**config.mk**
```make
export PLATFORM = sky130hd
export DESIGN_NAME = pix7_link_tx
export DESIGN_NICKNAME = d
export VERILOG_FILES = /design/src/rtl/pix7_pkg.sv /design/src/rtl/pix7_ctrl.sv /design/src/rtl/pix7_datapath.sv /design/src/rtl/pix7_link_tx.sv
export SDC_FILE = /design/constraint.sdc
export NUM_CORES = 1
export LEC_CHECK = 0
export BUFFER_PORTS_ARGS = -buffer_cell sky130_fd_sc_hd__buf_4
export CAP_MARGIN = 20
export CORE_UTILIZATION = 40
export CTS_CLUSTER_DIAMETER = 150
export CTS_CLUSTER_SIZE = 30
export DETAILED_ROUTE_END_ITERATION = 10
export PLACE_DENSITY = 0.64
export SLEW_MARGIN = 10
export SYNTH_ARGS = -nofsm -noshare
export SYNTH_HDL_FRONTEND = slang
export SYNTH_SLANG_ARGS = --single-unit
```
**constraint.sdc**
```tcl
create_clock -name clk -period 4 [get_ports clk]
set_input_delay 0.8 -clock clk [delete_from_list [all_inputs] [get_ports clk]]
set_output_delay 0.8 -clock clk [all_outputs]
set_load 0.03 [all_outputs]
```
**src/rtl/pix7_pkg.sv**
```systemverilog
package pix7_pkg;
  localparam int LANES          = 4;
  localparam int SLOTS          = 7;
  localparam int WORD_W         = LANES * SLOTS;
  localparam int CLK_HIGH_SLOTS = 4;

  // Forwarded clock waveform, slot 0 in bit 0.
  localparam logic [SLOTS-1:0] CLK_PATTERN = SLOTS'((1 << CLK_HIGH_SLOTS) - 1);

  // Input-bit index sent by each lane in each slot.
  localparam int SLOT_SRC [LANES][SLOTS] = '{
    '{ 1,  0,  7,  6,  4,  3,  2},
    '{ 9,  8, 18, 15, 14, 13, 12},
    '{20, 19, 26, 25, 24, 22, 21},
    '{ 5, 27, 23, 17, 16, 11, 10}
  };

  typedef struct packed {
    logic capture;  // load the hold register from the input word
    logic reload;   // reload shifters, slot 0 starts next cycle
    logic drive;    // outputs are driven rather than parked
  } ctrl_strobe_t;
endpackage

```
**src/rtl/pix7_ctrl.sv**
```systemverilog
module pix7_ctrl
  import pix7_pkg::*;
#(
  parameter int LOCK_CYCLES = 64
) (
  input  logic         clk,
  input  logic         rstN,
  input  logic         frameStrobe,
  input  logic         shutdownN,
  output ctrl_strobe_t strobes,
  output logic         lockDone
);
  localparam int LOCK_W = $clog2(LOCK_CYCLES + 1);
  localparam logic [LOCK_W-1:0] LOCK_END = LOCK_W'(LOCK_CYCLES);

  logic              runQ;
  logic [LOCK_W-1:0] lockCnt;

  always_ff @(posedge clk or negedge rstN) begin
    if (!rstN) begin
      runQ    <= 1'b0;
      lockCnt <= '0;
    end else begin
      runQ <= shutdownN;
      if (!shutdownN) begin
        lockCnt <= '0;
      end else if (lockCnt != LOCK_END) begin
        lockCnt <= lockCnt + 1'b1;
      end
    end
  end

  always_comb begin
    strobes.capture = frameStrobe;
    strobes.reload  = frameStrobe;
    strobes.drive   = runQ;
  end

  assign lockDone = (lockCnt == LOCK_END);
endmodule

```
**src/rtl/pix7_datapath.sv**
```systemverilog
module pix7_datapath
  import pix7_pkg::*;
(
  input  logic              clk,
  input  logic              rstN,
  input  ctrl_strobe_t      strobes,
  input  logic [WORD_W-1:0] pixWord,
  output logic [LANES-1:0]  laneData,
  output logic              clkLane
);
  logic [WORD_W-1:0] holdReg;

  always_ff @(posedge clk or negedge rstN) begin
    if (!rstN) begin
      holdReg <= '0;
    end else if (strobes.capture) begin
      holdReg <= pixWord;
    end
  end

  for (genvar l = 0; l < LANES; l++) begin : g_lane
    logic [SLOTS-1:0] slotBits;
    logic [SLOTS-1:0] shiftReg;

    for (genvar s = 0; s < SLOTS; s++) begin : g_slot
      assign slotBits[s] = holdReg[SLOT_SRC[l][s]];
    end

    always_ff @(posedge clk or negedge rstN) begin
      if (!rstN) begin
        shiftReg <= '0;
      end else if (strobes.reload) begin
        shiftReg <= slotBits;
      end else begin
        shiftReg <= shiftReg >> 1;
      end
    end

    assign laneData[l] = strobes.drive & shiftReg[0];
  end

  logic [SLOTS-1:0] clkShift;

  always_ff @(posedge clk or negedge rstN) begin
    if (!rstN) begin
      clkShift <= '0;
    end else if (strobes.reload) begin
      clkShift <= CLK_PATTERN;
    end else begin
      clkShift <= clkShift >> 1;
    end
  end

  assign clkLane = strobes.drive & clkShift[0];
endmodule

```
**src/rtl/pix7_link_tx.sv**
```systemverilog
module pix7_link_tx
  import pix7_pkg::*;
#(
  parameter int LOCK_CYCLES = 64
) (
  input  logic              clk,
  input  logic              rstN,
  input  logic              frameStrobe,
  input  logic [WORD_W-1:0] pixWord,
  input  logic              shutdownN,
  output logic [LANES-1:0]  laneData,
  output logic              clkLane,
  output logic              outEnable,
  output logic              linkValid
);
  ctrl_strobe_t strobes;
  logic         lockDone;

  pix7_ctrl #(.LOCK_CYCLES(LOCK_CYCLES)) u_ctrl (
    .clk         (clk),
    .rstN        (rstN),
    .frameStrobe (frameStrobe),
    .shutdownN   (shutdownN),
    .strobes     (strobes),
    .lockDone    (lockDone)
  );

  pix7_datapath u_dp (
    .clk      (clk),
    .rstN     (rstN),
    .strobes  (strobes),
    .pixWord  (pixWord),
    .laneData (laneData),
    .clkLane  (clkLane)
  );

  assign outEnable = strobes.drive;
  assign linkValid = strobes.drive & lockDone;
endmodule

```
Word level (Yosys, flattened, before mapping). Index checks and enable logic that the tools add are counted.

Bits in registers: 71. Latch bits: 0. Memory bits (writable): 0. Memory bits (read-only): 0. Input bits: 32. Word-level logic and storage cells: 25. Memories: 0.

$add $sub $neg: 1. $mul: 0. Divide/modulo/power cells: 0. Order comparisons: 0. Equality and inequality tests: 3. Shift-type cells: 0. Multiplexer cells: 7. Bitwise gates (word level): 6. Reduce and logical (&&, ||, !) cells: 0.

Operators by type and width (count): $mux W7 (6); $add A7 B1 Y7 const B (1); $eq A7 B7 Y1 const B (1); $ne A7 B7 Y1 const B (1); $and A1 B1 Y1 (6); $mux W6 (1); $ne A2 B1 Y1 const B (1).

Logic depth before layout (Yosys ltp). Gate-level depths: netlist (run 1).

Depth after elaboration: 3. Gate-level depth with buffers: 5.

Hierarchy. From an unflattened synthesis (run 1), not the netlist that was laid out.

Cell total of the unflattened synthesis: 175. Area, all modules: 2743.9 µm².

Modules (own cells, without submodules): pix7_datapath (times used 1, cells each 130, area an instance 2308.5 µm²); pix7_ctrl (times used 1, cells each 44, area an instance 429.2 µm²); pix7_link_tx (times used 1, cells each 1, area an instance 6.3 µm²).

Least setup slack after synthesis (run 1). No wires, ideal clock.

Path type: register to output. Start: register u_ctrl.lockCnt[3]. End: output port linkValid. Arrival: 1219 ps. Data required time: 3200 ps. Setup slack: 1981 ps. Stages on the path, launching flop included: 5. Buffers on the path: 1. Cell sequence: dfrtp_1 nor4_1 and3_1 buf_2 and2_1.

Word-level cells in the longest chain between the ends: 2.

Ends and longest elaborated chain: start: declaration (line pix7_ctrl.sv:17) `logic [LOCK_W-1:0] lockCnt;`; start signal: assignment (line pix7_ctrl.sv:28) `lockCnt <= lockCnt + 1'b1;`; $eq A7 B7 Y1 (line pix7_ctrl.sv:39) `assign lockDone = (lockCnt == LOCK_END);`; $and A1 B1 Y1 (line pix7_link_tx.sv:38) `assign linkValid = strobes.drive & lockDone;`; end: declaration (line pix7_link_tx.sv:14) `output logic linkValid`.

Every way passes these cells.

Worst setup path in the final report (run 1). Ends and elaborated chain as after synthesis.

==> results of run 1 <==
[worst register-to-register path, delay by kind of cell, from the launching register on]
family / cells / cell delay, ns
adders and majority gates: 1 / 0.23
and+or+nand+nor: 2 / 0.41
DFF: 1 / 0.42
AOI/OAI and AO/OA: 1 / 0.16
[layer usage]
layer  vias to the layer above  part of all wire
met3                         2             0.068
met4                         0            0.0041
met1                       684              0.45
li1                        655                 -
met5                         -                 0
met2                        39              0.48
[cells in the final DEF, fill, tap and decap left out, drive strengths merged]
cell	instances
inv	2
or2	3
a21boi	2
clkbuf	14
nor2	1
nor4	1
and2	12
clkinv	1
mux2i	2
nand3	3
ha	2
and3	1
buf	38
or3	2
nand2	6
xnor2	2
o21ai	2
dfrtp	68
xor2	1
mux2	52
[how the worst min path moves through the flow]
stage / from / end / slack, ns / cells past startpoint
after floorplan: u_dp.clkShift[1] / u_dp.clkShift[0] / 0.41 / 1
after global placement: u_dp.clkShift[3] / u_dp.clkShift[2] / 0.41 / 1
after detailed placement: u_dp.clkShift[3] / u_dp.clkShift[2] / 0.42 / 1
after CTS: u_dp.clkShift[3] / u_dp.clkShift[2] / 0.43 / 1
after global routing: u_dp.clkShift[1] / u_dp.clkShift[0] / 0.46 / 1
final: u_dp.clkShift[3] / u_dp.clkShift[2] / 0.43 / 1
[through the flow]
step	area, um^2	utilization	setup slack, ns	hold slack (ns)
2_1_floorplan	2610	-	1.98	0.410
3_3_place_gp	2940	0.465	1.98	0.413
3_5_place_dp	2940	0.465	1.98	0.418
4_1_cts	3130	0.495	1.59	0.434
5_1_grt	3130	0.495	1.48	0.456
6_report	3130	0.495	1.63	0.429
[area by class of cell]
class	instances	area, um^2	share of cell area
Clock inverter	1	5.00	0.00160
Clock buffer	14	183	0.0584
Multi-Input combinational cell	92	847	0.271
Sequential cell	68	1700	0.544
Tap cell	77	96.3	0.0308
Inverter	2	7.51	0.00240
Timing Repair Buffer	38	285	0.0913
[sequential cells by signal, indices dropped and copies added (netlist names)]
name,flops
u_dp.holdReg,28
u_ctrl.runQ,1
u_ctrl.lockCnt,7
u_dp.clkShift,4
u_dp.g_lane.shiftReg,28
[power by group through the flow]
stage	clock, mW	combinational [mW]	sequential [mW]
floorplan	0	0.0968	0.787
global placement	0	0.147	0.793
detailed placement	0	0.150	0.796
CTS	0.540	0.151	0.783
global route	0.576	0.163	0.790
finish	0.517	0.146	0.782
[kinds of logic (layout without fill, tap and decap cells)]
kind of cell    count (synthesis)  after routing  synth area share
compound gates                  4              4           0.00960
xor+xnor                        3              3            0.0101
fa+ha+maj                       2              2           0.00960
buf+inv                        11             55            0.0221
flops                          68             68             0.653
mux                            54             54             0.232
simple gates                   29             29            0.0634
==> metrics.md, run 1 <==
| Metric | Value |
|---|---|
| Vias per inst | `4.73` |
| Number of global-route vias before repair | `1406` |
| Final setup skew | `0.00468 ns` |
| CTS tree | `yes` |
| Worst slew slack as a fraction of its limit | `0.448` |
| RSZ-0062 raised after global routing | `no` |
| Outcome | `finished, final reports clean` |
| I/O pin count | `39` |
| Count of pins over their slew limit | `0` |
| Maximum number of pins on one net before global-route repair | `69` |
| Cells along the critical path | `nor4_1 -> and3_1 -> and2_1 -> buf_4` |
| Share of power burned in the clock network | `0.358` |
| Type of the worst setup path | `register to output pin` |
| Layout cells sized above 1 | `0.502` |
| Cell family with most CP delay | `simple AND/OR/NAND/NOR gates` |
| Met1 Track Usage GR | `0.149` |
| NetSw | `314 uW` |
| Cell leakage power | `1.41 nW` |
| Final hold violation count | `0` |
| Fillers | `564` |
| Number of buffers created by CTS | `9` |
| Global Route met2 Usage | `0.208` |
| Proportion of netlist area held by the largest area contributor | `0.653` |
| Total congestion overflow | `0` |
| Number of synthesized flops with an enable pin | `0` |
| Layout area overhead | `19.9%` |
| Clock latency reported for the late side of the worst-skew pair | `0.33 ns` |
| Destination of the critical timing path | `linkValid` |
| Number of nets in the synthesized netlist | `205` |
| # resized after CTS | `0` |
| Placement row count | `29` |
| Flop2flop setup slack | `2.70 ns` |
| Antenna violations before repair | `0` |
| Routed vias | `1380` |
| Global routing usage on met3 | `0.0637` |
| Mapped cell area | `0.00261 mm^2` |
| DPL Wire Length | `2310 um` |
| Horizontal extent of the die | `82.7 um` |
| Final GP Congestion | `0.695` |
| Reg-to-reg startpoint | `u_ctrl.lockCnt[0]` |
| Busiest layer in global routing | `met2` |
| Critical register-to-register path endpoint | `u_ctrl.lockCnt[6]` |
| Initial core utilization | `0.413` |
| Cell types with the highest counts after synthesis | `sky130_fd_sc_hd__dfrtp_1 (68), sky130_fd_sc_hd__mux2_2 (52), sky130_fd_sc_hd__and2_1 (12)` |
| Number of warnings reported in the yosys synthesis log | `0` |
| Gate count of the mapped netlist | `171` |
| DRC violations left | `0` |
| Gr usage total | `0.131` |
| Peak per-stage delay on the critical path | `0.42 ns` |
| Power, Total | `1.45 mW` |
| Total power density per cell area | `462 mW/mm^2` |
| WP buf/inv | `1` |
| Switching power as a share of total power | `0.217` |
| Data required time at the worst endpoint | `3.20 ns` |
| Final critical delay including setup and external delays | `2.37 ns` |
| Register share of total power | `0.541` |
| Most area-consuming cells after synthesis | `sky130_fd_sc_hd__dfrtp_1 (65%), sky130_fd_sc_hd__mux2_2 (22%), sky130_fd_sc_hd__and2_1 (2.9%)` |
| Worst EP arrival | `1.57 ns` |
| CP Launch Point | `u_ctrl.lockCnt[3]` |
| Share of the cycle needed by the critical path after routing | `0.594` |
| Number of cells traversed by the worst register-to-register path | `4` |
| Final standard cell count with taps included and fillers excluded | `292` |
| Buffers inserted during post-CTS setup optimization | `0` |
| Cell with the most instances after synthesis | `sky130_fd_sc_hd__dfrtp_1` |
| Drt first-iter violations | `50` |
| First-pass GRT wire length | `6380 um` |
| Floorplan Core Area | `0.00631 mm^2` |
| Internal power | `1.13 mW` |
| Transition at the pin with the smallest max-transition slack | `0.828 ns` |
| Number of placed instances with taps included | `277` |
| CP Depth | `4` |
| Post-synthesis register bit count | `68` |
| Routed wire length per instance | `12.6 um` |
| Initial DRT Pass Iterations | `4` |
| Total inserted antenna cells | `0` |
| Die height | `82.7 um` |
| Crit. End Element | `output pin` |
| Root Buffer | `sky130_fd_sc_hd__clkbuf_8` |
| Syn_area_per_cell | `15.2 um^2` |
| Largest vdd supply drop | `0.316 mV` |
| Number of buffers inserted by port buffering | `38` |
| Number of distinct standard cells referenced by the synthesized netlist | `22` |
| Proportion of synthesized chip area in sequential cells | `0.653` |
| Clock transition at the registers of the reported paths | `0.06 ns` |
| Setup Viol. Count Final | `0` |
| Relative contribution of combinational cells to total power | `0.101` |
| Max frequency | `421 MHz` |
| Final-layout setup total negative slack | `0 ns` |
| Total wire length after detailed routing | `3690 um` |
| Overall die area | `0.00684 mm^2` |
| Remaining antenna violation count after routing | `0` |
| Max H-tree Level | `3` |
| Asr flop ratio synth | `1.00` |
| Top cell type by total area after synthesis | `sky130_fd_sc_hd__dfrtp_1` |
| Number of violations of the max-capacitance limit | `0` |
| Setup crit start kind | `register` |
| Commonest register cell after synthesis | `sky130_fd_sc_hd__dfrtp_1` |
| Post-layout net count | `245` |
| Maximum fanout along the worst path | `4` |
| Path class of the lowest-slack min-delay path | `register to register` |
| Post-CTS Hold Buffers | `0` |
| Crit-path slowest cell | `sky130_fd_sc_hd__dfrtp_1` |
| Worst-case clock buffer depth | `2` |
| Clock tree sinks | `68` |
(Power assumes the default switching activity.)
==> inputs of run 2 (changes only) <==
==> constraint.sdc (replaced) <==
create_clock -name clk -period 2.3 [get_ports clk]
set_input_delay 0.46 -clock clk [delete_from_list [all_inputs] [get_ports clk]]
set_output_delay 0.46 -clock clk [all_outputs]
set_load 0.03 [all_outputs]
==> metrics.md, run 2 (synthesis results as in run 1) <==
| Metric | Value |
|---|---|
| # resized after CTS | `0 (unchanged)` |
| Clock latency reported for the late side of the worst-skew pair | `0.33 ns (about the same)` |
| Horizontal extent of the die | `82.7 um (unchanged)` |
| Final hold violation count | `0 (unchanged)` |
| Post-CTS Hold Buffers | `0 (unchanged)` |
| Commonest non-fill, non-tap cells in the layout | `sky130_fd_sc_hd__dfrtp_1 (68), sky130_fd_sc_hd__mux2_2 (52), sky130_fd_sc_hd__buf_4 (38) (unchanged)` |
| Cells along the critical path | `nor4_1 -> and3_1 -> and2_1 -> buf_4 (unchanged)` |
| Worst Hold Margin | `0.0583 ns (was 0.429 ns)` |
| Biggest regs | `u_dp.g_lane.shiftReg: 28 flops, u_dp.holdReg: 28 flops, u_ctrl.lockCnt: 7 flops (unchanged)` |
| First-pass GRT wire length | `6520 um (was 6380 um)` |
| Final-layout setup total negative slack | `0 ns (unchanged)` |
| Final standard cell count with taps included and fillers excluded | `294 (was 292)` |
| Worst slew slack as a fraction of its limit | `0.548 (was 0.448)` |
| Maximum fanout along the worst path | `4 (unchanged)` |
| Largest vdd supply drop | `0.472 mV (was 0.316 mV)` |
| Total wire length after detailed routing | `3680 um (was 3690 um)` |
| Total power density per cell area | `871 mW/mm^2 (was 462 mW/mm^2)` |
| Data required time at the worst endpoint | `1.84 ns (was 3.20 ns)` |
| Maximum number of pins on one net before global-route repair | `61 (was 69)` |
| Number of placed instances with taps included | `278 (was 277)` |
| Max frequency | `468 MHz` |
| Peak per-stage delay on the critical path | `0.42 ns (about the same)` |
| RSZ-0062 raised after global routing | `no (unchanged)` |
| Placement row count | `29 (unchanged)` |
| DPL Wire Length | `2330 um (was 2310 um)` |
| Buffers inserted during post-CTS setup optimization | `0 (unchanged)` |
| Initial core utilization | `0.413 (unchanged)` |
| Clock tree sinks | `68 (unchanged)` |
| Max H-tree Level | `3 (unchanged)` |
| Setup crit start kind | `register (unchanged)` |
| Antenna violations before repair | `0 (unchanged)` |
| Total inserted antenna cells | `0 (unchanged)` |
| Final setup skew | `0.00753 ns (was 0.00468 ns)` |
| Routed vias | `1406 (was 1380)` |
| I/O pin count | `39 (unchanged)` |
| Count of pins over their slew limit | `0 (unchanged)` |
| Crit. End Element | `output pin (unchanged)` |
| Cell leakage power | `1.44 nW (was 1.41 nW)` |
| Total congestion overflow | `0 (unchanged)` |
| Gr usage total | `0.133 (was 0.131)` |
| CTS tree | `yes (unchanged)` |
| DRC violations left | `0 (unchanged)` |
| Type of the worst setup path | `register to output pin (unchanged)` |
| Layout cells sized above 1 | `0.512 (was 0.502)` |
| Worst-case clock buffer depth | `2 (unchanged)` |
| Final GP Congestion | `0.688 (was 0.695)` |
| Number of buffers inserted by port buffering | `38 (unchanged)` |
| Outcome | `finished, final reports clean (unchanged)` |
| Critical register-to-register path endpoint | `u_ctrl.lockCnt[0] (was u_ctrl.lockCnt[6])` |
| Path class of the lowest-slack min-delay path | `input port to asynchronous set/reset pin (was register to register)` |
| Die height | `82.7 um (unchanged)` |
| Number of global-route vias before repair | `1503 (was 1406)` |
| Vias per inst | `4.78 (was 4.73)` |
| Root Buffer | `sky130_fd_sc_hd__clkbuf_8 (unchanged)` |
| Transition at the pin with the smallest max-transition slack | `0.678 ns (was 0.828 ns)` |
| Share of the cycle needed by the critical path after routing | `0.929` |
| Setup Viol. Count Final | `0 (unchanged)` |
| Number of violations of the max-capacitance limit | `0 (unchanged)` |
| Most frequent standard cell in the layout excluding fill and tap cells | `sky130_fd_sc_hd__dfrtp_1 (unchanged)` |
| Number of cells traversed by the worst register-to-register path | `3 (was 4)` |
| Flop2flop setup slack | `0.95 ns (was 2.70 ns)` |
| Fillers | `565 (was 564)` |
| Clock transition at the registers of the reported paths | `0.07 ns (was 0.06 ns)` |
| Initial DRT Pass Iterations | `4 (unchanged)` |
| Drt first-iter violations | `43 (was 50)` |
| Worst EP arrival | `1.68 ns (was 1.57 ns)` |
| Number of buffers created by CTS | `9 (unchanged)` |
| Final critical delay including setup and external delays | `2.14 ns` |
| Routed wire length per instance | `12.5 um (was 12.6 um)` |
| Remaining antenna violation count after routing | `0 (unchanged)` |
| Floorplan Core Area | `0.00631 mm^2 (unchanged)` |
| Post-layout net count | `246 (was 245)` |
| Overall die area | `0.00684 mm^2 (unchanged)` |
| Reg-to-reg startpoint | `u_ctrl.lockCnt[3] (was u_ctrl.lockCnt[0])` |
| Crit-path slowest cell | `sky130_fd_sc_hd__dfrtp_1 (unchanged)` |
| Layout area overhead | `23.0% (was 19.9%)` |
==> run 2: cell count changes in the layout (fill, tap and decap cells not counted) <==
cell                         before  now
sky130_fd_sc_hd__clkinvlp_4       0    1
sky130_fd_sc_hd__buf_12           0    1
sky130_fd_sc_hd__clkbuf_8        13   10
sky130_fd_sc_hd__clkbuf_1         1    0
sky130_fd_sc_hd__bufinv_16        0    3
sky130_fd_sc_hd__clkinv_4         0    1
==> run 2: layer usage <==
metal  share of wire  vias to the layer above  global-route usage
met5               0                        -                   0
met4           0.017                        0              0.0672
met3           0.068                        7              0.0582
met2            0.48                       38               0.223
met1            0.44                      699               0.142
li1                -                      662                   -
==> run 2: area by class of cell <==
type	instances	area [um^2]	share of cell area
clock inverters	6	111	0.0347
inverters	2	7.51	0.00234
clock buffers	10	138	0.0429
multi-input cells	92	847	0.264
flip-flops and latches	68	1700	0.531
repair buffers	39	305	0.0952
well taps	77	96.3	0.0300
==> run 2: worst max path at each step <==
stage,from,slack [ns],to,cells past startpoint
after floorplan,u_ctrl.lockCnt[3],0.62,linkValid,4
after global placement,u_ctrl.lockCnt[3],0.62,linkValid,4
after detailed placement,u_ctrl.lockCnt[3],0.52,linkValid,4
after CTS,u_ctrl.lockCnt[3],0.14,linkValid,4
after global routing,u_ctrl.lockCnt[3],0.04,linkValid,4
final,u_ctrl.lockCnt[3],0.16,linkValid,4
==> run 2: metrics by stage <==
stage	util	setup slack [ns]	instance area [um^2]	power, mW
final	0.508	0.162	3210	2.79
after global routing	0.508	0.0428	3210	2.93
after CTS	0.508	0.143	3210	2.84
after detailed placement	0.468	0.524	2960	1.65
after global placement	0.468	0.615	2960	1.64
after floorplan	-	0.621	2610	1.54
==> run 2: power breakdown <==
part / leakage, nW / switching [mW] / total, mW / internal [mW]
clock network: 0.122 / 0.430 / 1.18 / 0.749
logic: 0.507 / 0.104 / 0.257 / 0.153
registers: 0.813 / 0.0433 / 1.36 / 1.31
total: 1.44 / 0.577 / 2.79 / 2.22
==> run 2: critical path: cells and delay by family (launching register included) <==
kind          cells  cell delay, ns
buf+inv           1            0.15
flops             1            0.42
simple gates      3            0.78
